==> src/rtl/dram_seq_pkg.sv <==
package dram_seq_pkg;
    localparam int NB     = 4;
    localparam int BW     = $clog2(NB);
    localparam int IVAL_W = 15;
    localparam int CNT_W  = 7;

    typedef struct packed {
        logic [NB-1:0] bank_en;
        logic [3:0]    trp;
        logic [3:0]    trasr;
        logic [1:0]    tdl;
        logic          cas_div;
    } cfg_t;

    typedef enum logic [2:0] {
        ST_IDLE, ST_ACT, ST_CAS, ST_RCAS, ST_RRAS, ST_PRE
    } st_t;

    // precharge length in CPU cycles: two per memory clock, at least 2 memory clocks
    function automatic logic [CNT_W-1:0] pre_len(input logic [3:0] trp);
        logic [CNT_W-1:0] n;
        n = CNT_W'(trp) + CNT_W'(1);
        if (n < CNT_W'(2)) n = CNT_W'(2);
        return n << 1;
    endfunction

    function automatic logic [CNT_W-1:0] cbr_len(input logic [3:0] trasr);
        return (CNT_W'(trasr) + CNT_W'(1)) << 1;
    endfunction

    function automatic logic [CNT_W-1:0] cas_len(input logic div, input int steps);
        return div ? CNT_W'(2 * steps) : CNT_W'(steps);
    endfunction
endpackage

==> src/rtl/rfsh_timer.sv <==
module rfsh_timer
    import dram_seq_pkg::*;
(
    input  logic              clk,
    input  logic              rst,
    input  logic              tick,
    input  logic              en_any,
    input  logic [IVAL_W-1:0] ival,
    input  logic              clr,
    output logic              pend
);
    logic [IVAL_W-1:0] cnt;
    logic              expire;

    assign expire = en_any && tick && (cnt == '0);

    always_ff @(posedge clk) begin
        if (rst) begin
            cnt  <= ival;
            pend <= 1'b0;
        end else begin
            if (!en_any)
                cnt <= ival;
            else if (tick)
                cnt <= (cnt == '0) ? ival : cnt - IVAL_W'(1);
            if (expire)
                pend <= 1'b1;
            else if (clr)
                pend <= 1'b0;
        end
    end


    no_rfsh_halt_chk: assert property (@(posedge clk) disable iff (rst)
        (!en_any && !pend) |=> !pend);
endmodule

==> src/rtl/rd_latch_gen.sv <==
module rd_latch_gen (
    input  logic       clk,
    input  logic       rst,
    input  logic       start,
    input  logic [1:0] tdl,
    output logic       strobe
);
    logic       act;
    logic [1:0] cnt;

    assign strobe = act && (cnt == 2'd0);

    always_ff @(posedge clk) begin
        if (rst) begin
            act <= 1'b0;
            cnt <= 2'd0;
        end else if (start) begin
            act <= 1'b1;
            cnt <= tdl;
        end else if (act) begin
            if (cnt == 2'd0) act <= 1'b0;
            else             cnt <= cnt - 2'd1;
        end
    end


    latch_single_chk: assert property (@(posedge clk) disable iff (rst)
        strobe |=> !strobe);
endmodule

==> src/rtl/ras_cas_fsm.sv <==
module ras_cas_fsm
    import dram_seq_pkg::*;
#(
    parameter int CAS_STEPS = 4
) (
    input  logic          clk,
    input  logic          rst,
    input  logic          tick,
    input  cfg_t          cfg,
    input  logic          pend,
    input  logic          req,
    input  logic [BW-1:0] req_bank,
    input  logic          req_wr,
    output logic          busy,
    output logic          ack,
    output logic [NB-1:0] ras_n,
    output logic          cas_n,
    output logic          pend_clr,
    output logic          lat_start,
    output logic [1:0]    lat_tdl
);
    st_t              st;
    logic [CNT_W-1:0] cnt;
    logic [BW-1:0]    bank_q;
    logic             wr_q;
    logic             sub_q;
    cfg_t             cfg_q;
    logic             go;

    assign go        = (st == ST_IDLE && tick) || (st == ST_PRE && cnt == '0);
    assign pend_clr  = go && pend;
    assign lat_start = (st == ST_CAS) && (cnt == '0) && !wr_q;
    assign lat_tdl   = cfg_q.tdl;
    assign busy      = (st != ST_IDLE);

    always_ff @(posedge clk) begin
        if (rst) begin
            st     <= ST_IDLE;
            cnt    <= '0;
            bank_q <= '0;
            wr_q   <= 1'b0;
            sub_q  <= 1'b0;
            cfg_q  <= '0;
            ack    <= 1'b0;
        end else begin
            ack <= 1'b0;
            case (st)
                ST_IDLE, ST_PRE: begin
                    if (go) begin
                        if (pend) begin
                            cfg_q <= cfg;
                            sub_q <= 1'b0;
                            st    <= ST_RCAS;
                            cnt   <= CNT_W'(1);
                        end else if (req) begin
                            cfg_q  <= cfg;
                            bank_q <= req_bank;
                            wr_q   <= req_wr;
                            cnt    <= CNT_W'(1);
                            if (cfg.bank_en[req_bank]) begin
                                st    <= ST_ACT;
                                sub_q <= 1'b0;
                            end else begin
                                st    <= ST_RCAS;
                                sub_q <= 1'b1;
                            end
                        end else begin
                            st <= ST_IDLE;
                        end
                    end else if (st == ST_PRE) begin
                        cnt <= cnt - CNT_W'(1);
                    end
                end
                ST_ACT: begin
                    if (cnt == '0) begin
                        st  <= ST_CAS;
                        cnt <= cas_len(cfg_q.cas_div, CAS_STEPS) - CNT_W'(1);
                    end else cnt <= cnt - CNT_W'(1);
                end
                ST_CAS: begin
                    if (cnt == '0) begin
                        st  <= ST_PRE;
                        cnt <= pre_len(cfg_q.trp) - CNT_W'(1);
                        ack <= 1'b1;
                    end else cnt <= cnt - CNT_W'(1);
                end
                ST_RCAS: begin
                    if (cnt == '0) begin
                        st  <= ST_RRAS;
                        cnt <= cbr_len(cfg_q.trasr) - CNT_W'(1);
                    end else cnt <= cnt - CNT_W'(1);
                end
                ST_RRAS: begin
                    if (cnt == '0) begin
                        st  <= ST_PRE;
                        cnt <= pre_len(cfg_q.trp) - CNT_W'(1);
                        ack <= sub_q;
                    end else cnt <= cnt - CNT_W'(1);
                end
                default: st <= ST_IDLE;
            endcase
        end
    end

    always_comb begin
        ras_n = '1;
        if (st == ST_RRAS)
            ras_n = '0;
        else if (st == ST_ACT || st == ST_CAS)
            ras_n[bank_q] = 1'b0;
    end

    assign cas_n = !(st == ST_CAS || st == ST_RCAS || st == ST_RRAS);


    dis_bank_ras_chk: assert property (@(posedge clk) disable iff (rst)
        ((~ras_n & ~cfg_q.bank_en) != '0) |-> (ras_n == '0));

    cbr_cas_lead_chk: assert property (@(posedge clk) disable iff (rst)
        (ras_n == '0 && $past(ras_n) != '0) |-> $past(!cas_n));

    cbr_end_chk: assert property (@(posedge clk) disable iff (rst)
        ($past(ras_n) == '0 && ras_n != '0) |-> cas_n);

    ack_pulse_chk: assert property (@(posedge clk) disable iff (rst)
        ack |=> !ack);

    acc_ras_lead_chk: assert property (@(posedge clk) disable iff (rst)
        ($fell(cas_n) && ras_n != '1) |-> ($past(ras_n) == ras_n));
endmodule

==> src/rtl/dram_ras_seq.sv <==
module dram_ras_seq
    import dram_seq_pkg::*;
#(
    parameter int CAS_STEPS = 4
) (
    input  logic              clk,
    input  logic              rst,
    input  logic [NB-1:0]     cfg_bank_en,
    input  logic [3:0]        cfg_trp,
    input  logic [3:0]        cfg_trasr,
    input  logic [1:0]        cfg_tdl,
    input  logic              cfg_cas_div,
    input  logic [IVAL_W-1:0] cfg_rfsh_ival,
    input  logic              req,
    input  logic [BW-1:0]     req_bank,
    input  logic              req_wr,
    output logic              busy,
    output logic              ack,
    output logic [NB-1:0]     ras_n,
    output logic              cas_n,
    output logic              rd_latch
);
    cfg_t       cfg;
    logic       phase;
    logic       pend, pend_clr, lat_start;
    logic [1:0] lat_tdl;

    assign cfg = '{bank_en: cfg_bank_en, trp: cfg_trp, trasr: cfg_trasr,
                   tdl: cfg_tdl, cas_div: cfg_cas_div};

    // memory clock enable: every second CPU clock
    always_ff @(posedge clk) begin
        if (rst) phase <= 1'b0;
        else     phase <= ~phase;
    end

    rfsh_timer u_tmr (
        .clk(clk), .rst(rst), .tick(phase), .en_any(|cfg_bank_en),
        .ival(cfg_rfsh_ival), .clr(pend_clr), .pend(pend)
    );

    ras_cas_fsm #(.CAS_STEPS(CAS_STEPS)) u_fsm (
        .clk(clk), .rst(rst), .tick(phase), .cfg(cfg), .pend(pend),
        .req(req), .req_bank(req_bank), .req_wr(req_wr),
        .busy(busy), .ack(ack), .ras_n(ras_n), .cas_n(cas_n),
        .pend_clr(pend_clr), .lat_start(lat_start), .lat_tdl(lat_tdl)
    );

    rd_latch_gen u_lat (
        .clk(clk), .rst(rst), .start(lat_start), .tdl(lat_tdl), .strobe(rd_latch)
    );
endmodule

==> config.mk <==
export PLATFORM = sky130hd
export DESIGN_NAME = dram_ras_seq
export DESIGN_NICKNAME = d
export VERILOG_FILES = /design/src/rtl/dram_seq_pkg.sv /design/src/rtl/rfsh_timer.sv /design/src/rtl/rd_latch_gen.sv /design/src/rtl/ras_cas_fsm.sv /design/src/rtl/dram_ras_seq.sv
export SDC_FILE = /design/constraint.sdc
export NUM_CORES = 1
export LEC_CHECK = 0
export BUFFER_PORTS_ARGS = -buffer_cell sky130_fd_sc_hd__buf_2
export CORE_ASPECT_RATIO = 0.9
export CORE_UTILIZATION = 30
export DETAILED_ROUTE_END_ITERATION = 7
export GPL_TIMING_DRIVEN = 0
export HOLD_SLACK_MARGIN = 0.12
export PLACE_DENSITY = 0.46
export REMOVE_ABC_BUFFERS = 1
export SLEW_MARGIN = 20
export SYNTH_ARGS = -nofsm -noshare
export SYNTH_HDL_FRONTEND = slang
export SYNTH_SLANG_ARGS = --single-unit
export TNS_END_PERCENT = 20
==> constraint.sdc <==
create_clock -name clk -period 4.1 [get_ports clk]
set_input_delay 0.205 -clock clk [delete_from_list [all_inputs] [get_ports clk]]
set_output_delay 0.205 -clock clk [all_outputs]
set_load 0.03 [all_outputs]
==> impl_summary.md <==
Status
The run finished with clean final reports.

Synth
Of the synthesized area, sequential elements account for 0.360. After synthesis the netlist holds a flip-flop and latch count of 46. The average cell area after synthesis is around 8.5 um^2. The cell area after technology mapping is 2970 um^2. The synthesized design contains 15 enable-type register cells. In the synthesized netlist the dominant register cell turns out to be sky130_fd_sc_hd__dfxtp_1.

The number of instances in the synthesized netlist is between 300 and 400. The number of different library cells in the post-synthesis netlist is 61. For this run, asynchronously set or reset flops after synthesis account for 0. Yosys printed 0 warnings.

Global routing
The number of global-route vias before repair was around 2500. The initial antenna violation count is 0. The largest net degree at the start of global routing is 34. The first global-routing pass estimated about 12000 um of wire. The leftover overflow at the end of global routing is 0.

For this run, the total global-route usage over all layers was measured as 0.146.

Pwr
Summed over all nets, the switching power comes to 0.792 mW. Across the VDD grid, the largest voltage drop is a little over 0.0002 V. The reported leakage power is around 1.2 nW.

Power spread over the standard cell area amounts to about 570 nW/um^2. The share of total power dissipated in the clock network is 0.216. The internal cell power is 1.12 mW. Overall power consumption after layout is estimated at around 1.9 mW.

Of the total power, the share spent switching nets is 0.413. The register share of total power is 0.357. The proportion of power drawn by combinational gates is 0.427.

Floorplanning
The floorplan step defined a die boundary enclosing between 10000 and 15000 um^2. From left edge to right edge, the die measures between 100 and 150 um. From bottom edge to top edge, the die measures about 96 um. In this run the count of I/O pins placed on the die edge is 44. The floorplan has 34 rows. The core region is about 9700 um^2. The initial utilization of the core area, before any placement, comes to 0.308.

Timing
Of the available clock period, the critical path in the final layout requires 0.782. Setup violations remaining at the end of the flow were counted as 0. Once routing completed, OpenROAD measured the worst setup slack at ~0.90 ns. The routed design could run at a clock period as short as between 3 and 4 ns. The top achievable clock speed is between 300 and 400 MHz. Setup repair after global routing left no endpoint under its margin. At the pin with the least slew margin, the transition time is 1.06 ns.

The headroom to the max-slew limit is 0.294. The sum of negative setup slack is 0 ns. The number of pins exceeding their max-slew limit in the final report was 0.

The count of endpoints failing hold in the final timing report is 0. The final hold slack is 0.140 ns. The worst setup skew after layout is between 0.015 and 0.02 ns.

Clock tree
After clock tree synthesis, the flow added hold-fix buffers numbering 1. At the later pin of the worst-skew pair, clock insertion delay measures between 0.3 and 0.4 ns. The quantity of gates resized following cts is 0. The H-tree was split into 2 levels. The TritonCTS buffer count is 5. The buffers inserted during post-CTS setup optimization is 0. The CTS tree is built. The tree is rooted in a sky130_fd_sc_hd__clkbuf_8. Clock-pin slew was measured on the worst setup and hold paths at 0.10 ns. The clock passes through at most 2 buffers. For this design, the sink count on the clock tree is 46.

Finish
The layout filler cell count is 1021. The share of layout cells above drive strength 1 is 0.171. In the final design database the tool counted 422 nets.

The end-of-flow core utilization is 0.349. The count of inserted antenna diode cells is 0. The layout overhead on the synthesized area is 13.3%.

Worst setup path
The required time reported for the critical path endpoint is about 4.3 ns. In this design, the stage delay of the slowest critical-path cell is roughly 0.72 ns. The category of the most critical setup path is flip-flop to flip-flop. For this design, the slowest cell found on the critical path is sky130_fd_sc_hd__nor3_4. The origin of the critical flop-to-flop path is u_fsm.cnt[0]$_SDFFE_PP0P_. The data arrival time of the critical path is 3.37 ns.

The slack of the worst reg-to-reg path is a little under 0.9 ns. The most critical setup path has its startpoint at u_fsm.cnt[0]$_SDFFE_PP0P_. Of all nets on the critical path, the largest fanout is 12. The kind of start point of the critical path is a flip-flop. The reg-to-reg critical path endpoint is u_fsm.lat_tdl[1]$_SDFFE_PP0P_. The critical path endpoint category is a flip-flop. The worst register-to-register path has a depth of 8.

In this run the worst setup path terminates at u_fsm.lat_tdl[1]$_SDFFE_PP0P_. The critical path goes through inv_1 > ha_1 > or3b_4 > nor4_4 > a31oi_1 > nor3_4 > mux2i_1 > nor2_1.

Placed design
The HPWL after detailed placement is around 4900 um. The number of input and output port buffers inserted is 43. The placer congestion estimate is between 0.7 and 0.8.

Timing analysis after detailed placement gives a worst setup slack of between 0.5 and 0.6 ns.

Detailed routing
In this run the remaining antenna-violating nets after routing total 0. The DRC violation count after routing is 0. The wire length reported by the detailed router is about 7000 um. The overall via count from detail_route is ~2600. The first detailed-routing pass ran for 5 iterations. Using the TritonRoute via totals, the vias-per-cell ratio works out to around 5. The violation count after the first detailed-routing iteration is ~100. In the final routed layout, each cell accounts on average for roughly 14 um.

Run
Max-cap violations in this run came to 0.

Hold path
The path class of the tightest hold or removal check is input pin to flip-flop.
[cells in the final DEF (no fill, tap or decap), types with 3 or more instances in the layout]
cell,instances
sky130_fd_sc_hd__a21oi_1,30
sky130_fd_sc_hd__a31oi_1,8
sky130_fd_sc_hd__buf_2,43
sky130_fd_sc_hd__clkbuf_8,5
sky130_fd_sc_hd__dfxtp_1,31
sky130_fd_sc_hd__edfxtp_1,15
sky130_fd_sc_hd__ha_1,6
sky130_fd_sc_hd__inv_1,10
sky130_fd_sc_hd__mux2i_1,16
sky130_fd_sc_hd__nand2_1,25
sky130_fd_sc_hd__nand2b_1,5
sky130_fd_sc_hd__nand3_1,8
sky130_fd_sc_hd__nor2_1,49
sky130_fd_sc_hd__nor2b_1,5
sky130_fd_sc_hd__nor3_1,11
sky130_fd_sc_hd__nor4_1,7
sky130_fd_sc_hd__nor4b_1,3
sky130_fd_sc_hd__o21ai_0,23
sky130_fd_sc_hd__o21ai_1,5
sky130_fd_sc_hd__or3_1,3
sky130_fd_sc_hd__xnor2_1,16
sky130_fd_sc_hd__xor2_1,5
[power by group through the flow]
stage          Sequential, mW  Combinational [mW]  Clock (mW)
3_3_place_gp            0.689               0.803           0
6_report                0.684               0.819       0.414
3_5_place_dp            0.692               0.805           0
2_1_floorplan           0.649               0.622           0
4_1_cts                 0.682               0.810       0.431
5_1_grt                 0.704               0.913       0.445
[logic make-up after synthesis]
family,count (synthesis),share of synthesized area
DFF,46,0.360
xor gates and xnor gates,21,0.0618
adders and majority gates,6,0.0252
and+or+nand+nor,141,0.251
muxes,18,0.0652
AOI/OAI and AO/OA,87,0.177
buffers and inverters,31,0.0602
[critical path, delay by kind of cell (launching register included)]
kind | cells | cell delay, ns
buffers and inverters | 1 | 0.10
multiplexers | 1 | 0.26
AND/OR/NAND/NOR | 4 | 1.77
AO/OA/AOI/OAI | 1 | 0.30
flip-flops | 1 | 0.37
adder cells (fa/ha/maj) | 1 | 0.25
[through the flow]
stage,cells,cell area [um^2]
2_1_floorplan,329,2830
3_3_place_gp,498,3210
3_5_place_dp,498,3210
4_1_cts,507,3360
5_1_grt,507,3370
6_report,507,3370
[cell type report]
class / instances / area [um^2] / share of cell area
Inverter: 10 / 37.5 / 0.0111
Clock buffer: 5 / 68.8 / 0.0204
Multi-Input combinational cell: 273 / 1740 / 0.516
Sequential cell: 46 / 1070 / 0.318
Clock inverter: 3 / 68.8 / 0.0204
Timing Repair Buffer: 44 / 225 / 0.0669
Tap cell: 126 / 158 / 0.0468
[registers in the layout, indices dropped and copies added, names as in the netlist]
register	flops
u_lat.cnt	2
u_fsm.cfg_q	9
u_fsm.bank_q	2
u_tmr.cnt	15
u_fsm.ack	1
u_tmr.pend	1
u_fsm.wr_q	1
u_fsm.sub_q	1
phase	1
u_fsm.cnt	7
u_fsm.st	3
u_fsm.lat_tdl	2
u_lat.act	1
[layer usage]
layer,share of wire,global-route usage,vias to the layer above
met3,0.044,0.0241,5
li1,-,-,1333
met2,0.42,0.230,52
met5,0,0,-
met1,0.53,0.209,1222
met4,0.0057,0.0308,0
[synthesized netlist by cell type (3+ instances only)]
library cell	number	area share
sky130_fd_sc_hd__nor2_1	49	0.062
sky130_fd_sc_hd__dfxtp_1	31	0.21
sky130_fd_sc_hd__a21oi_1	30	0.050
sky130_fd_sc_hd__nand2_1	25	0.032
sky130_fd_sc_hd__o21ai_0	23	0.039
sky130_fd_sc_hd__mux2i_1	16	0.054
sky130_fd_sc_hd__xnor2_1	16	0.047
sky130_fd_sc_hd__edfxtp_1	15	0.15
sky130_fd_sc_hd__nor3_1	11	0.019
sky130_fd_sc_hd__clkbuf_1	10	0.013
sky130_fd_sc_hd__inv_1	10	0.013
sky130_fd_sc_hd__a31oi_1	8	0.017
sky130_fd_sc_hd__nand3_1	8	0.013
sky130_fd_sc_hd__nor4_1	7	0.015
sky130_fd_sc_hd__ha_1	6	0.025
sky130_fd_sc_hd__nand2b_1	5	0.011
sky130_fd_sc_hd__nor2b_1	5	0.011
sky130_fd_sc_hd__o21ai_1	5	0.0084
sky130_fd_sc_hd__xor2_1	5	0.015
sky130_fd_sc_hd__clkbuf_8	4	0.019
sky130_fd_sc_hd__buf_2	3	0.0050
sky130_fd_sc_hd__nor4b_1	3	0.0088
sky130_fd_sc_hd__or3_1	3	0.0063
[worst min-delay path by stage]
| stage | start | to | slack [ns] | depth (start not counted) |
|---|---|---|---|---|
| 3_5_place_dp | cfg_trp[1] | u_fsm.cfg_q[8]$_SDFFE_PP0P_ | 0.45 | 3 |
| 2_1_floorplan | rst | phase$_SDFF_PP0_ | 0.27 | 1 |
| 5_1_grt | cfg_trp[0] | u_fsm.cfg_q[7]$_SDFFE_PP0P_ | 0.14 | 3 |
| 4_1_cts | cfg_trasr[2] | u_fsm.cfg_q[5]$_SDFFE_PP0P_ | 0.13 | 3 |
| 6_report | cfg_trp[3] | u_fsm.cfg_q[10]$_SDFFE_PP0P_ | 0.14 | 3 |
| 3_3_place_gp | cfg_trp[3] | u_fsm.cfg_q[10]$_SDFFE_PP0P_ | 0.44 | 3 |
No activity file was read; power rests on OpenSTA's default activity.
